**src/rtl/alu_pkg.sv**
```systemverilog
package alu_pkg;

    typedef enum logic [2:0] {
        OP_AND = 3'b000,
        OP_XOR = 3'b001,
        OP_ADD = 3'b010,
        OP_SUB = 3'b011,
        OP_DEC = 3'b100
    } alu_op_e;

    typedef struct packed {
        logic neg;
        logic zero;
        logic carry;
        logic ovf;
    } alu_flags_t;

endpackage

```
**src/rtl/alu_bitwise.sv**
```systemverilog
module alu_bitwise #(
    parameter int WIDTH = 16
) (
    input  logic [WIDTH-1:0] a_i,
    input  logic [WIDTH-1:0] b_i,
    input  logic             sel_xor_i,
    output logic [WIDTH-1:0] y_o
);
    always_comb begin
        if (sel_xor_i) y_o = a_i ^ b_i;
        else           y_o = a_i & b_i;
    end
endmodule

```
**src/rtl/alu_adder.sv**
```systemverilog
module alu_adder #(
    parameter int WIDTH = 16
) (
    input  logic [WIDTH-1:0] a_i,
    input  logic [WIDTH-1:0] b_i,
    input  logic             sub_i,
    output logic [WIDTH-1:0] sum_o,
    output logic             carry_o,
    output logic             ovf_o
);
    localparam int LOW_W = WIDTH - 1;

    logic [WIDTH-1:0] b_eff;
    logic [WIDTH-1:0] low_sum;
    logic             c_into_top;
    logic [1:0]       top_sum;

    always_comb begin
        b_eff      = sub_i ? ~b_i : b_i;
        // lower bits with one spare bit to capture the carry into the top bit
        low_sum    = {1'b0, a_i[LOW_W-1:0]} + {1'b0, b_eff[LOW_W-1:0]}
                   + {{LOW_W{1'b0}}, sub_i};
        c_into_top = low_sum[LOW_W];
        top_sum    = {1'b0, a_i[WIDTH-1]} + {1'b0, b_eff[WIDTH-1]}
                   + {1'b0, c_into_top};
        sum_o      = {top_sum[0], low_sum[LOW_W-1:0]};
        carry_o    = top_sum[1];
        ovf_o      = top_sum[1] ^ c_into_top;
    end
endmodule

```
**src/rtl/alu_nzcv_core.sv**
```systemverilog
module alu_nzcv_core
    import alu_pkg::*;
#(
    parameter int WIDTH   = 16,
    parameter bit OUT_REG = 1'b1
) (
    input  logic             clk_i,
    input  logic             rst_ni,
    input  logic [WIDTH-1:0] op_a_i,
    input  logic [WIDTH-1:0] op_b_i,
    input  logic [2:0]       opcode_i,
    output logic [WIDTH-1:0] result_o,
    output logic             flag_n_o,
    output logic             flag_z_o,
    output logic             flag_c_o,
    output logic             flag_v_o
);
    localparam int MSB = WIDTH - 1;
    localparam logic [WIDTH-1:0] ONE = WIDTH'(1);

    typedef struct packed {
        logic [WIDTH-1:0] res;
        alu_flags_t       flg;
    } stage_t;

    localparam stage_t RESET_STAGE = '{res: '0, flg: '{neg: 1'b0, zero: 1'b1, carry: 1'b0, ovf: 1'b0}};

    logic [WIDTH-1:0] bit_y;
    logic [WIDTH-1:0] add_b;
    logic             add_sub;
    logic [WIDTH-1:0] add_sum;
    logic             add_c;
    logic             add_v;
    stage_t           stage_d;
    stage_t           stage_q;

    alu_bitwise #(.WIDTH(WIDTH)) u_bitwise (
        .a_i       (op_a_i),
        .b_i       (op_b_i),
        .sel_xor_i (opcode_i == OP_XOR),
        .y_o       (bit_y)
    );

    always_comb begin
        add_sub = (opcode_i == OP_SUB) || (opcode_i == OP_DEC);
        add_b   = (opcode_i == OP_DEC) ? ONE : op_b_i;
    end

    alu_adder #(.WIDTH(WIDTH)) u_adder (
        .a_i     (op_a_i),
        .b_i     (add_b),
        .sub_i   (add_sub),
        .sum_o   (add_sum),
        .carry_o (add_c),
        .ovf_o   (add_v)
    );

    always_comb begin
        stage_d = '0;
        case (opcode_i)
            OP_AND, OP_XOR: begin
                stage_d.res       = bit_y;
                stage_d.flg.neg   = bit_y[MSB];
                stage_d.flg.zero  = (bit_y == '0);
            end
            OP_ADD, OP_SUB, OP_DEC: begin
                stage_d.res       = add_sum;
                stage_d.flg.neg   = add_sum[MSB];
                stage_d.flg.zero  = (add_sum == '0);
                stage_d.flg.carry = add_c;
                stage_d.flg.ovf   = add_v;
            end
            default: stage_d = '0;
        endcase
    end

    generate
        if (OUT_REG) begin : g_reg
            logic past_ok_q;

            always_ff @(posedge clk_i or negedge rst_ni) begin
                if (!rst_ni) begin
                    stage_q   <= RESET_STAGE;
                    past_ok_q <= 1'b0;
                end else begin
                    stage_q   <= stage_d;
                    past_ok_q <= 1'b1;
                end
            end

            p_logic_cv_clear_r8: assert property (@(posedge clk_i) disable iff (!rst_ni)
                (past_ok_q && ($past(opcode_i) == OP_AND || $past(opcode_i) == OP_XOR))
                |-> (!flag_c_o && !flag_v_o));

            p_bad_op_clear_r9: assert property (@(posedge clk_i) disable iff (!rst_ni)
                (past_ok_q && $past(opcode_i) > OP_DEC)
                |-> (result_o == '0 && !flag_n_o && !flag_z_o && !flag_c_o && !flag_v_o));

            p_sub_carry_r4: assert property (@(posedge clk_i) disable iff (!rst_ni)
                (past_ok_q && $past(opcode_i) == OP_SUB)
                |-> (flag_c_o == ($past(op_a_i) >= $past(op_b_i))));

            p_no_overflow_r5: assert property (@(posedge clk_i) disable iff (!rst_ni)
                (past_ok_q && $past(opcode_i) == OP_ADD
                 && ($past(op_a_i[MSB]) != $past(op_b_i[MSB])))
                |-> !flag_v_o);

            p_dec_carry_r6: assert property (@(posedge clk_i) disable iff (!rst_ni)
                (past_ok_q && $past(opcode_i) == OP_DEC)
                |-> (flag_c_o == ($past(op_a_i) != '0)));

            p_zero_seen_r7: assert property (@(posedge clk_i) disable iff (!rst_ni)
                (past_ok_q && $past(opcode_i) <= OP_DEC && result_o == '0)
                |-> flag_z_o);
        end else begin : g_comb
            always_comb stage_q = stage_d;
        end
    endgenerate

    assign result_o = stage_q.res;
    assign flag_n_o = stage_q.flg.neg;
    assign flag_z_o = stage_q.flg.zero;
    assign flag_c_o = stage_q.flg.carry;
    assign flag_v_o = stage_q.flg.ovf;

    p_neg_is_top_r7: assert property (@(posedge clk_i) disable iff (!rst_ni)
        flag_n_o == result_o[MSB]);

    p_zero_implies_empty_r7: assert property (@(posedge clk_i) disable iff (!rst_ni)
        flag_z_o |-> (result_o == '0));

endmodule

```
**config.mk**
```make
export PLATFORM = sky130hd
export DESIGN_NAME = alu_nzcv_core
export DESIGN_NICKNAME = d
export VERILOG_FILES = /design/src/rtl/alu_pkg.sv /design/src/rtl/alu_bitwise.sv /design/src/rtl/alu_adder.sv /design/src/rtl/alu_nzcv_core.sv
export SDC_FILE = /design/constraint.sdc
export NUM_CORES = 1
export LEC_CHECK = 0
export CELL_PAD_IN_SITES_DETAIL_PLACEMENT = 1
export CELL_PAD_IN_SITES_GLOBAL_PLACEMENT = 1
export CORE_ASPECT_RATIO = 0.9
export CORE_MARGIN = 1
export CORE_UTILIZATION = 37
export DETAILED_ROUTE_END_ITERATION = 8
export PLACE_DENSITY = 0.85
export SLEW_MARGIN = 10
export SYNTH_ARGS = -nofsm -noshare
export SYNTH_HDL_FRONTEND = slang
export SYNTH_SLANG_ARGS = --single-unit
```
**constraint.sdc**
```tcl
create_clock -name clk_i -period 0.8 [get_ports clk_i]
set_input_delay 0.16 -clock clk_i [delete_from_list [all_inputs] [get_ports clk_i]]
set_output_delay 0.16 -clock clk_i [all_outputs]
set_load 0.1 [all_outputs]
```
==> results of run 1 <==
## stage by stage
stage          instance area (sq um)  cells  utilization, %  setup WS (ps)  hold WS [ps]
2_1_floorplan                   2610    302               -          -2730          -136
3_3_place_gp                    4230    545            68.1          -3320           601
3_5_place_dp                    4230    545            68.1          -3930           645
## kinds of logic after synthesis
group                      count (synthesis)
AOI/OAI and AO/OA                        108
xor gates and xnor gates                  13
adders and majority gates                 32
buffers and inverters                     24
DFF                                       19
muxes                                      9
and+or+nand+nor                           97
## synthesized netlist by cell type, types with 7 or more instances
library cell	instances	share of area [%]
a21oi_1	18	3.7
xnor2_1	7	2.5
dfrtp_1	18	19
nor4_1	8	2.1
mux2i_1	7	2.9
ha_1	30	15
nor2_1	23	3.6
clkbuf_1	10	1.5
inv_1	9	1.4
nand2_1	38	5.9
o211ai_1	19	5.9
o21ai_0	32	6.6
==> results by stage, run 1 <==
Synthesis:
- The synthesized netlist contains 58 unique library cells.
- After synthesis, the largest family of logic cells by area is compound AO/OA/AOI/OAI gates.
- In this run, synthesis produced a sequential element count of 19.
- Counting every net in the synthesized netlist gives 371.
- The xor-xnor portion of the synthesized cell area is 4.69%.
- After Yosys synthesis, full adders, half adders and majority gates account for 17.1% of the synthesized area.
- The post-synthesis async set-or-reset flop share is 100%.
- The post-synthesis cell area is 2430 sq um.
- Multiplexer cells account for 3.82% of the synthesized area.
- The count of flip-flops with a built-in enable after synthesis is 0.
- Summing the areas of all compound-gate instances in the mapped netlist gives 30.3% of the synthesized area.
- Summing the sequential cell areas from Yosys gives 19.6% of the chip area.
- The yosys synthesis warning count is 0.
- The simple-gate portion of the synthesized area is 20.0%.
- The most common flop cell mapped by yosys is dfrtp_1.
- The cell count after synthesis is 302.
- The post-synthesis area per instance is 8.03 sq um.

Status:
- The stage at which the flow ended is clock tree synthesis (4_1_cts).
- The flow did not finish.
- The first error in the log reads "[ERROR DPL-0033] detailed placement checks failed during check placement".

Die:
- The number of top-level design ports is 57.
- Row generation in the floorplan step produced 27 rows.
- In this run the vertical extent of the chip is 78.8 um.
- The starting utilization of the core area is 39.0%.
- The floorplan step set the die width to 87.4 um.

CTS:
- In this run the clock root is driven by a clkbuf_8.
- The clock tree buffer depth is 2.
- The number of setup buffers added after CTS is 48.
- The post-CTS resize count is 166.
- The number of hold-repair buffers added at the cts stage is 0.
- The depth of the CTS H-tree is 1.
- CTS saw 19 sinks.
- Counting the buffers created by CTS gives 3.

Place:
- The number of port buffers is 56.
- Detailed placement ended at an HPWL of 11.5 mm.
- The final weighted congestion in routability-driven placement is 0.939.
==> inputs of run 2 (changes only) <==
--- a/config.mk
+++ b/config.mk
@@ -5,13 +5,10 @@
 export SDC_FILE = /design/constraint.sdc
 export NUM_CORES = 1
 export LEC_CHECK = 0
-export CELL_PAD_IN_SITES_DETAIL_PLACEMENT = 1
-export CELL_PAD_IN_SITES_GLOBAL_PLACEMENT = 1
-export CORE_ASPECT_RATIO = 0.9
 export CORE_MARGIN = 1
-export CORE_UTILIZATION = 37
+export CORE_UTILIZATION = 40
 export DETAILED_ROUTE_END_ITERATION = 8
-export PLACE_DENSITY = 0.85
+export PLACE_DENSITY_LB_ADDON = 0.15
 export SLEW_MARGIN = 10
 export SYNTH_ARGS = -nofsm -noshare
 export SYNTH_HDL_FRONTEND = slang
==> results by stage, run 2 <==
Status:
- The run finished, with violations left.
- The checks that failed: setup timing.

Synthesis:
- The post-synthesis area per instance is 8.03 sq um.
- The post-synthesis cell area is 2430 sq um.
- Ranked by total cell area, the synthesized netlist is headed by dfrtp_1, ha_1, o21ai_0, nand2_1, o211ai_1.
- dfrtp_1 takes more of the synthesized area than any other cell.
- Of the post-synthesis cell area, the dominant cell type holds 18.6%.
- By count the netlist is led by nand2_1, o21ai_0, ha_1.
- Among all flip-flop cells after synthesis, the most frequent one is dfrtp_1.
- Counting flops with a built-in enable in the synthesized netlist gives 0.
- The number of unique standard cell types used by synthesis is 58.
- For this run, asynchronously set or reset flops after synthesis account for 100%.
- Synthesis inferred 19 register bits.
- The net count after synthesis is 371.
- After technology mapping, the gate count stands at 302.
- During synthesis, Yosys emitted a total of 0 warnings.
- Among all cell types in the netlist, the one instantiated most often is nand2_1.
- For this run, the register share of the synthesized area comes to 19.6%.

Setup path:
- The destination of the critical timing path is flag_z_o.
- The maximum fanout count along the critical path is 4.
- The delay of the slowest cell on the worst path is 560 ps.
- The instance count on the critical path is 15.
- The critical path buffer and inverter count is 1.
- The cell occurring most often along the worst timing path is nand4_1.
- The type of destination of the critical path is a register.
- The cell with the largest stage delay on the worst path is fa_2.
- The kind of cell with the highest combined delay along the critical path is simple AND/OR/NAND/NOR gates.
- The critical path is of the in2reg type.
- Walking the worst path, the cells encountered are dlygate4sd2_1 -> o21ai_2 -> o211ai_1 -> ha_1 -> nand4_1 -> nor2_1 -> o21bai_1 -> and3_4 -> o21a_1 -> fa_2 -> nand3_2 -> a2111oi_4 -> nand4_1 -> or4_4 -> o41ai_4.
- The origin of the worst setup path is op_b_i[6].
- The data required time at the worst endpoint is 950 ps.
- The critical path startpoint category is a primary input.
- STA puts the critical path data arrival time at 3950 ps.

Die:
- The initial utilization of the core area, before any placement, comes to 41.2%.
- The die covers 6380 sq um.
- The vertical die dimension is 79.9 um.
- The number of top-level design ports is 57.
- The core region is 5890 sq um.
- The row count is 28.
- The width of the die is 79.9 um.

Cells and area:
- The count of placed standard cells in the final layout, fillers left out is 582.
- The fill cell total of the finished layout is 253.
- The number of antenna cells inserted is 0.
- Cells with a size suffix above 1 make up 57.0% of the layout.
- The library cell used most frequently in the layout, excluding fill and tap cells, is buf_4.
- Measured on the finished design, the core utilization comes to 88.5%.
- The post-route standard cell area excluding fillers is 5210 sq um.
- In the layout the commonest cells are buf_4, nand2_1, buf_6.
- The register with the most flip-flops in the layout has 15 of them.
- The net count reported at finish is 577.
- Compared with the post-synthesis result, the final layout area differs by 115%.

GRT:
- The global-route wire length before repair is 17.1 mm.
- The number of antenna violations at the first check in global routing is 0.
- The number of global-route vias before repair came to 3438.
- The largest net degree at the start of global routing is 20.
- The global routing usage summed across all routing layers is 35.4%.
- The remaining global-route overflow is 0.

Detailed routing:
- The routed wire length is 13.2 mm.
- The iteration-0 DRC count of the detailed router is 406.
- The average routed wire per standard cell is 22.6 um.
- For this run, design rule violations remaining after detail routing come to 0.
- Dividing the detail-routed via count by the number of cells gives 6.42.
- The first TritonRoute pass finished after 5 iterations.
- The via count is 3738.
- The final antenna-violating net count is 0.

Place:
- Summing all placed instances gives a cell area of 4290 sq um.
- The pre-CTS setup slack is -3490 ps.
- The final weighted congestion in routability-driven placement is 0.897.
- Port buffering added 56 buffers.
- The post-detailed-placement half-perimeter wirelength is 7.67 mm.
- The total placed cells including tap cells is 542.

CTS:
- The number of hold-repair buffers added at the cts stage is 0.
- CTS built an H-tree with a depth of 1.
- The tree is rooted in a clkbuf_8.
- Buffers inserted during clock tree synthesis total 3.
- The number of clock sinks seen by CTS is 19.
- TritonCTS built the clock tree.
- Clock-pin slew was measured on the worst setup and hold paths at 60 ps.
- Counting along the longest clock path gives a buffer depth of 2.

Timing:
- The post-route minimum period is 3810 ps.
- For the pin with the worst max-slew slack, the measured transition is 594 ps.
- Across all hold checks on the routed design, the worst slack comes to 240 ps.
- The maximum frequency from static timing analysis is 263 MHz.
- Setup violations remaining at the end of the flow were counted as 39.
- The number of hold-slack violations in the final timing report is 0.
- The worst setup slack after layout is -3010 ps.
- The final critical path takes up 476% of the cycle.
- The final max-slew violation count is 0.
- Setup repair after global routing could not meet its margin everywhere.
- The remaining max-slew budget at the tightest pin is 60.2%.
- The sum of negative setup slack is -43870 ps.

Power and ir drop:
- In this run the power density over the cells is 1620 nW/um^2.
- The total power is 8.46 mW.
- Across the VDD grid, the largest voltage drop is 0.00151 V.
- The analysis attributes to cell leakage a power of 2.30 nW.

Min path:
- The path class of the lowest-slack min-delay path is in2async.

Job:
- The total of max-cap violations is 0.
[run 2: cell counts after synthesis]
Identical to the previous run, type by type.
[run 2: cell families (layout without fill, tap and decap cells)]
family / count (synthesis) / after routing / synth area share, %
compound gates: 108 / 108 / 30.3
mux: 9 / 9 / 3.82
buf+inv: 24 / 228 / 4.49
flops: 19 / 19 / 19.6
simple gates: 97 / 98 / 20.0
fa+ha+maj: 32 / 32 / 17.1
xor+xnor: 13 / 13 / 4.69
[run 2: layer usage]
metal	global-route usage, %	vias up	wire (um)	share of wire (%)
met5	0	-	0	0
met4	22.3	0	1080	8.2
met3	4.57	119	1160	8.8
met2	63.6	330	6330	48
met1	39.0	1718	4590	35
li1	-	1571	-	-
[run 2: worst min-delay path by stage]
| stage | start | depth (start not counted) | to | slack (ps) |
|---|---|---|---|---|
| after CTS | rst_ni | 2 | result_o[11] | 250 |
| after global routing | rst_ni | 2 | result_o[13] | 240 |
| after floorplan | rst_ni | 0 | flag_c_o | -140 |
| after global placement | rst_ni | 2 | result_o[11] | 510 |
| after detailed placement | rst_ni | 2 | result_o[11] | 510 |
| final | rst_ni | 2 | result_o[5] | 240 |
[run 2: layout make-up]
cell class	count	area [sq um]	area share (%)
flip-flops and latches	19	544	10.4
clock buffers	4	45.0	0.864
inverters	10	47.5	0.912
multi-input cells	260	2370	45.5
well taps	75	93.8	1.80
repair buffers	214	2110	40.5
[run 2: repair_timing]
| action | 4_1_cts | 5_1_grt |
|---|---|---|
| gates resized for setup | 137 | 34 |
| hold endpoints to repair | 0 | 0 |
| gates cloned | 2 | 0 |
| setup endpoints to repair | 39 | 39 |
| pin swaps | 50 | 31 |
| setup buffers | 29 | 12 |
[run 2: where the power goes]
group	internal, mW	switching, mW
clock	0.353	0.277
sequential	1.19	0.120
combinational	3.00	3.52
Note: power is estimated with default switching activity, not from simulation.
